==> config.mk <==
export PLATFORM = sky130hd
export DESIGN_NAME = dual_trig_arbiter
export DESIGN_NICKNAME = d
export VERILOG_FILES = /design/src/rtl/dual_arb_pkg.sv /design/src/rtl/dual_arb_ctrl.sv /design/src/rtl/dual_arb_dpath.sv /design/src/rtl/dual_trig_arbiter.sv
export SDC_FILE = /design/constraint.sdc
export NUM_CORES = 1
export LEC_CHECK = 0
export BUFFER_PORTS_ARGS = -buffer_cell sky130_fd_sc_hd__buf_2
export CELL_PAD_IN_SITES_DETAIL_PLACEMENT = 0
export CELL_PAD_IN_SITES_GLOBAL_PLACEMENT = 2
export CORE_AREA = 5 5 55 57
export CTS_CLUSTER_SIZE = 25
export DETAILED_ROUTE_END_ITERATION = 10
export DIE_AREA = 0 0 60 62
export GPL_TIMING_DRIVEN = 0
export PLACE_DENSITY = 0.71
export SLEW_MARGIN = 0
export SYNTH_ARGS = -nofsm -noshare
export SYNTH_HDL_FRONTEND = slang
export SYNTH_SLANG_ARGS = --single-unit
==> constraint.sdc <==
create_clock -name clk -period 1.2 [get_ports clk]
set_clock_uncertainty 0.1 [all_clocks]
set_input_delay 0.06 -clock clk [delete_from_list [all_inputs] [get_ports clk]]
set_output_delay 0.06 -clock clk [all_outputs]
set_load 0.1 [all_outputs]
==> src/rtl/dual_arb_pkg.sv <==
package dual_arb_pkg;
  localparam int NENG = 2;
  localparam int PTRW = (NENG > 1) ? $clog2(NENG) : 1;

  typedef enum logic [1:0] {
    ST_IDLE,
    ST_REG,
    ST_PRI_SOLO,
    ST_PRI_PRE
  } arbState_t;

  // control -> datapath strobes
  typedef struct packed {
    logic launchReg;
    logic launchPri;
    logic haltReg;
    logic resumeReg;
    logic flipPtr;
    logic inReg;
    logic inPri;
  } ctlStrobe_t;
endpackage

==> src/rtl/dual_arb_ctrl.sv <==
module dual_arb_ctrl
  import dual_arb_pkg::*;
(
  input  logic            clk,
  input  logic            rstN,
  input  logic            regTrig,
  input  logic            priTrig,
  input  logic [NENG-1:0] engBusy,
  input  logic [NENG-1:0] engDone,
  input  logic [NENG-1:0] regActive,
  input  logic [NENG-1:0] ptrOneHot,
  output ctlStrobe_t      ctl
);
  arbState_t state, stateNxt;
  logic [NENG-1:0] regLeft;
  logic priDoneSel;

  assign regLeft    = regActive & ~engDone;
  assign priDoneSel = |(engDone & ptrOneHot);

  always_comb begin
    ctl      = '0;
    stateNxt = state;
    unique case (state)
      ST_IDLE: begin
        if (regTrig && (engBusy == '0)) begin
          ctl.launchReg = 1'b1;
          stateNxt      = ST_REG;
        end else if (priTrig && ((engBusy & ptrOneHot) == '0)) begin
          ctl.launchPri = 1'b1;
          stateNxt      = ST_PRI_SOLO;
        end
      end
      ST_REG: begin
        ctl.inReg = 1'b1;
        if (priTrig && (regLeft != '0)) begin
          ctl.haltReg   = 1'b1;
          ctl.launchPri = 1'b1;
          stateNxt      = ST_PRI_PRE;
        end else if (regLeft == '0) begin
          stateNxt = ST_IDLE;
        end
      end
      ST_PRI_SOLO: begin
        ctl.inPri = 1'b1;
        if (priDoneSel) begin
          ctl.flipPtr = 1'b1;
          stateNxt    = ST_IDLE;
        end
      end
      ST_PRI_PRE: begin
        ctl.inPri = 1'b1;
        if (priDoneSel) begin
          ctl.flipPtr   = 1'b1;
          ctl.resumeReg = 1'b1;
          stateNxt      = ST_REG;
        end
      end
      default: stateNxt = ST_IDLE;
    endcase
  end

  always_ff @(posedge clk) begin
    if (!rstN) state <= ST_IDLE;
    else       state <= stateNxt;
  end
endmodule

==> src/rtl/dual_arb_dpath.sv <==
module dual_arb_dpath
  import dual_arb_pkg::*;
(
  input  logic            clk,
  input  logic            rstN,
  input  ctlStrobe_t      ctl,
  input  logic [NENG-1:0] engDone,
  output logic [NENG-1:0] regActive,
  output logic [NENG-1:0] ptrOneHot,
  output logic [NENG-1:0] regStart,
  output logic [NENG-1:0] regStop,
  output logic [NENG-1:0] regResume,
  output logic [NENG-1:0] priStart,
  output logic [NENG-1:0] regEoc,
  output logic [NENG-1:0] priEoc
);
  logic [PTRW-1:0] ptrIdx;

  assign ptrOneHot = NENG'(1) << ptrIdx;

  always_ff @(posedge clk) begin
    if (!rstN) begin
      ptrIdx    <= '0;
      regActive <= '0;
      regStart  <= '0;
      regStop   <= '0;
      regResume <= '0;
      priStart  <= '0;
      regEoc    <= '0;
      priEoc    <= '0;
    end else begin
      regStart  <= ctl.launchReg ? '1 : '0;
      regStop   <= ctl.haltReg   ? '1 : '0;
      regResume <= ctl.resumeReg ? '1 : '0;
      priStart  <= ctl.launchPri ? ptrOneHot : '0;
      regEoc    <= ctl.inReg ? (engDone & regActive) : '0;
      priEoc    <= ctl.inPri ? (engDone & ptrOneHot) : '0;
      if (ctl.launchReg)  regActive <= '1;
      else if (ctl.inReg) regActive <= regActive & ~engDone;
      if (ctl.flipPtr)
        ptrIdx <= (ptrIdx == PTRW'(NENG - 1)) ? '0 : ptrIdx + 1'b1;
    end
  end
endmodule

==> src/rtl/dual_trig_arbiter.sv <==
module dual_trig_arbiter
  import dual_arb_pkg::*;
(
  input  logic            clk,
  input  logic            rstN,
  input  logic            regTrig,
  input  logic            priTrig,
  input  logic [NENG-1:0] engBusy,
  input  logic [NENG-1:0] engDone,
  output logic [NENG-1:0] regStart,
  output logic [NENG-1:0] regStop,
  output logic [NENG-1:0] regResume,
  output logic [NENG-1:0] priStart,
  output logic [NENG-1:0] regEoc,
  output logic [NENG-1:0] priEoc
);
  ctlStrobe_t ctl;
  logic [NENG-1:0] regActive;
  logic [NENG-1:0] ptrOneHot;

  dual_arb_ctrl ctrl_i (
    .clk(clk), .rstN(rstN), .regTrig(regTrig), .priTrig(priTrig),
    .engBusy(engBusy), .engDone(engDone), .regActive(regActive),
    .ptrOneHot(ptrOneHot), .ctl(ctl)
  );

  dual_arb_dpath dpath_i (
    .clk(clk), .rstN(rstN), .ctl(ctl), .engDone(engDone),
    .regActive(regActive), .ptrOneHot(ptrOneHot),
    .regStart(regStart), .regStop(regStop), .regResume(regResume),
    .priStart(priStart), .regEoc(regEoc), .priEoc(priEoc)
  );
endmodule

==> impl_metrics.py <==
metrics = {
    "global_routing": {
        "antenna_found_initial": 0,
        "grt_use_total_pct": 8.879,
        "grt_pass1_wl_um": 2318,
        "grt_max_degree": 11,
        "gr-total-overflow": 0,
        "grt_pass1_vias": 517,
    },
    "drt": {
        "drt-initial-drc-count": 7,
        "postRouteAntennaNets": 0,
        "avgRoutedWirePerCell_um": 11.88,
        "route.detailed.drc": 0,
        "wl_um": 1461,
        "drt-pass1-iter-count": 4,
        "vias": 565,
        "routed_via_density": 4.593,
    },
    "sta": {
        "max_slew.worst_pin.slew_ns": 0.4793,
        "period_share_pct": 105.0,
        "fmax_ghz": 0.7933,
        "finalSetupViolCount": 2,
        "hold_viol": 0,
        "slew_headroom_pct": 67.98,
        "rsz0062_at_grt": "true",
        "fin_ws_ns": -0.06048,
        "slew_viol_final": 0,
        "fin_crit_ns": 1.260,
    },
    "cts": {
        "cts_root_buf": "clkbuf_4",
        "h-tree-depth": 1,
        "cts_buffers": 3,
        "clockBufferDepth": 2,
        "cts_tree": "yes",
        "clk_pin_slew_ns": 0.08,
        "clk_latency_ns": 0.28,
        "clock-sinks": 14,
    },
    "worst_setup_path": {
        "critPathKind": "flop to flop",
        "crit_arrival_ns": 1.37,
        "cp_slowest_cell": "or4_4",
        "cpPeakStageDelay_ns": 0.53,
        "worstSetupStartpointType": "flop",
        "worst_r2r_startpoint": "ctrl_i.state[1]",
        "crit_start": "ctrl_i.state[1]",
        "cp_max_fo": 6,
        "cp_cell_sequence": "or4_4, a211oi_2",
        "critPathRequiredTime_ns": 1.30,
        "crit_path_end_kind": "flop",
    },
    "cells_and_area": {
        "syn_to_final_growth_pct": 60.44,
        "insertedDiodeCount": 0,
        "layout.cells.non_filler": 123,
        "drive_above_1_share_pct": 48.39,
        "final_common_cell": "clkbuf_4",
        "nets": 102,
        "fin_util_pct": 37.55,
        "seqCellArea_um2": 292.8,
        "multiInputGateArea_um2": 299.0,
        "nFillCells": 263,
        "final_cell_mix": "clkbuf_4, buf_4, dfxtp_1",
    },
    "floorplanning": {
        "fp.dieH_um": 62,
        "die_w_um": 60,
        "io_pins": 20,
        "core.rowCount": 18,
        "die_area_um2": 3720,
        "start_util_pct": 23.41,
        "coreArea_um2": 2432,
    },
    "synthesis": {
        "yosysWarnings": 0,
        "synth_seq_cells": 14,
        "ys.flop_type": "dfxtp_1",
        "postSynthAreaPerCell_um2": 9.182,
        "ys_seq_area_share_pct": 49.23,
        "synthArstFlopShare_pct": 0,
        "yosysTopAreaCell": "dfxtp_1",
        "synth-edff-count": 0,
        "synth.top_cell.area_share_pct": 49.23,
        "netlist_instances": 62,
        "ys_types": 22,
        "synth_area_um2": 569.3,
        "synthTopCellsByArea": "dfxtp_1, a211oi_1, and3_1",
        "synthesis.nets": 70,
    },
    "placed_design": {
        "dp.cells": 111,
        "dp_slack_ns": -0.1884,
        "dpl.hpwl_um": 1025,
        "gp_congestion": 0.7168,
        "port_buffers": 19,
    },
    "min_path": {
        "hold_start": "engDone[0]",
        "hold_class": "input pin to flop",
    },
    "outcome": {
        "violations": "setup timing",
        "status": "finished with violations",
    },
    "power": {
        "peakVddDrop_v": 0.0008633,
        "power_density_nw_per_um2": 1073,
        "p_leak_nw": 0.3892,
    },
    "flow_run": {
        "cap_violations": 0,
    },
}
-- power by group --
group          total [mW]  internal (mW)  leakage (nW)  switching [mW]
sequential          0.487          0.474         0.117          0.0127
clock               0.332          0.185        0.0210           0.148
combinational       0.161         0.0693         0.251          0.0917
total               0.980          0.728         0.389           0.252
-- registers in the layout, summed over array words and instances (netlist names) --
name / cells
ctrl_i.state: 2
dpath_i.priEoc: 2
dpath_i.priStart: 2
dpath_i.ptrIdx: 1
dpath_i.regActive: 2
dpath_i.regEoc: 2
dpath_i.regResume: 1
dpath_i.regStart: 1
dpath_i.regStop: 1
-- cells in the mapped netlist, drive strengths merged (3+ instances only) --
library cell / instances
a211oi: 4
and3: 4
buf: 3
dfxtp: 14
inv: 3
nand2: 3
nor2: 6
nor2b: 4
o21ai: 3
-- cells by family after synthesis --
group	Yosys count	share of synthesized area (%)
compound gates	12	13.85
mux	2	3.517
buf+inv	8	7.253
flops	14	49.23
simple gates	26	26.15
-- worst paths after layout --
kind / cells past startpoint / end / slack [ns]
worst max-delay path: 2 / dpath_i.priStart[1] / -0.06
worst max register to register: 2 / dpath_i.priStart[1] / -0.06
worst min register to register: 1 / dpath_i.regEoc[0] / 0.42
worst min-delay path: 2 / dpath_i.regEoc[0] / 0.02
-- per-stage QoR --
stage / hold WS, ns / total power [mW] / cell area, um2 / TNS [ns]
2_1_floorplan: 0.05359 / 0.5769 / 574.3 / 0
3_3_place_gp: 0.2089 / 0.6143 / 706.9 / -1.112
3_5_place_dp: 0.2113 / 0.6149 / 706.9 / -1.008
4_1_cts: 0.008363 / 1.001 / 889.6 / -0.1365
5_1_grt: 0.01359 / 1.044 / 913.4 / -0.2392
6_report: 0.01850 / 0.9800 / 913.4 / -0.1208
-- area by class of cell --
| class | instances | area share [%] |
|---|---|---|
| repair buffers | 28 | 22.88 |
| plain buffers | 4 | 3.014 |
| flip-flops and latches | 14 | 32.05 |
| inverters | 3 | 1.233 |
| clock buffers | 4 | 3.973 |
| well taps | 30 | 4.110 |
| multi-input cells | 40 | 32.74 |
-- layer usage --
layer / wire, um / share of wire (%) / track usage, %
met1: 669 / 46 / 10.72
met2: 657 / 45 / 13.43
met3: 106 / 7.3 / 3.719
met4: 27 / 1.8 / 4.747
met5: 0 / 0 / 0
-- what timing repair did --
| action | in CTS | in global routing |
|---|---|---|
| buffers inserted | 3 | 1 |
| pin swaps | 0 | 4 |
| resized for setup | 21 | 11 |
| setup endpoints to repair | 13 | 16 |
| hold buffers | 5 | 0 |
| endpoints found under the hold margin | 4 | 0 |
-- worst max-delay path, delay by kind of cell (launching register included) --
kind            cells  cell delay, ns
compound gates      1            0.18
simple gates        1            0.53
flops               1            0.38
No activity file was read; power rests on OpenSTA's default activity.
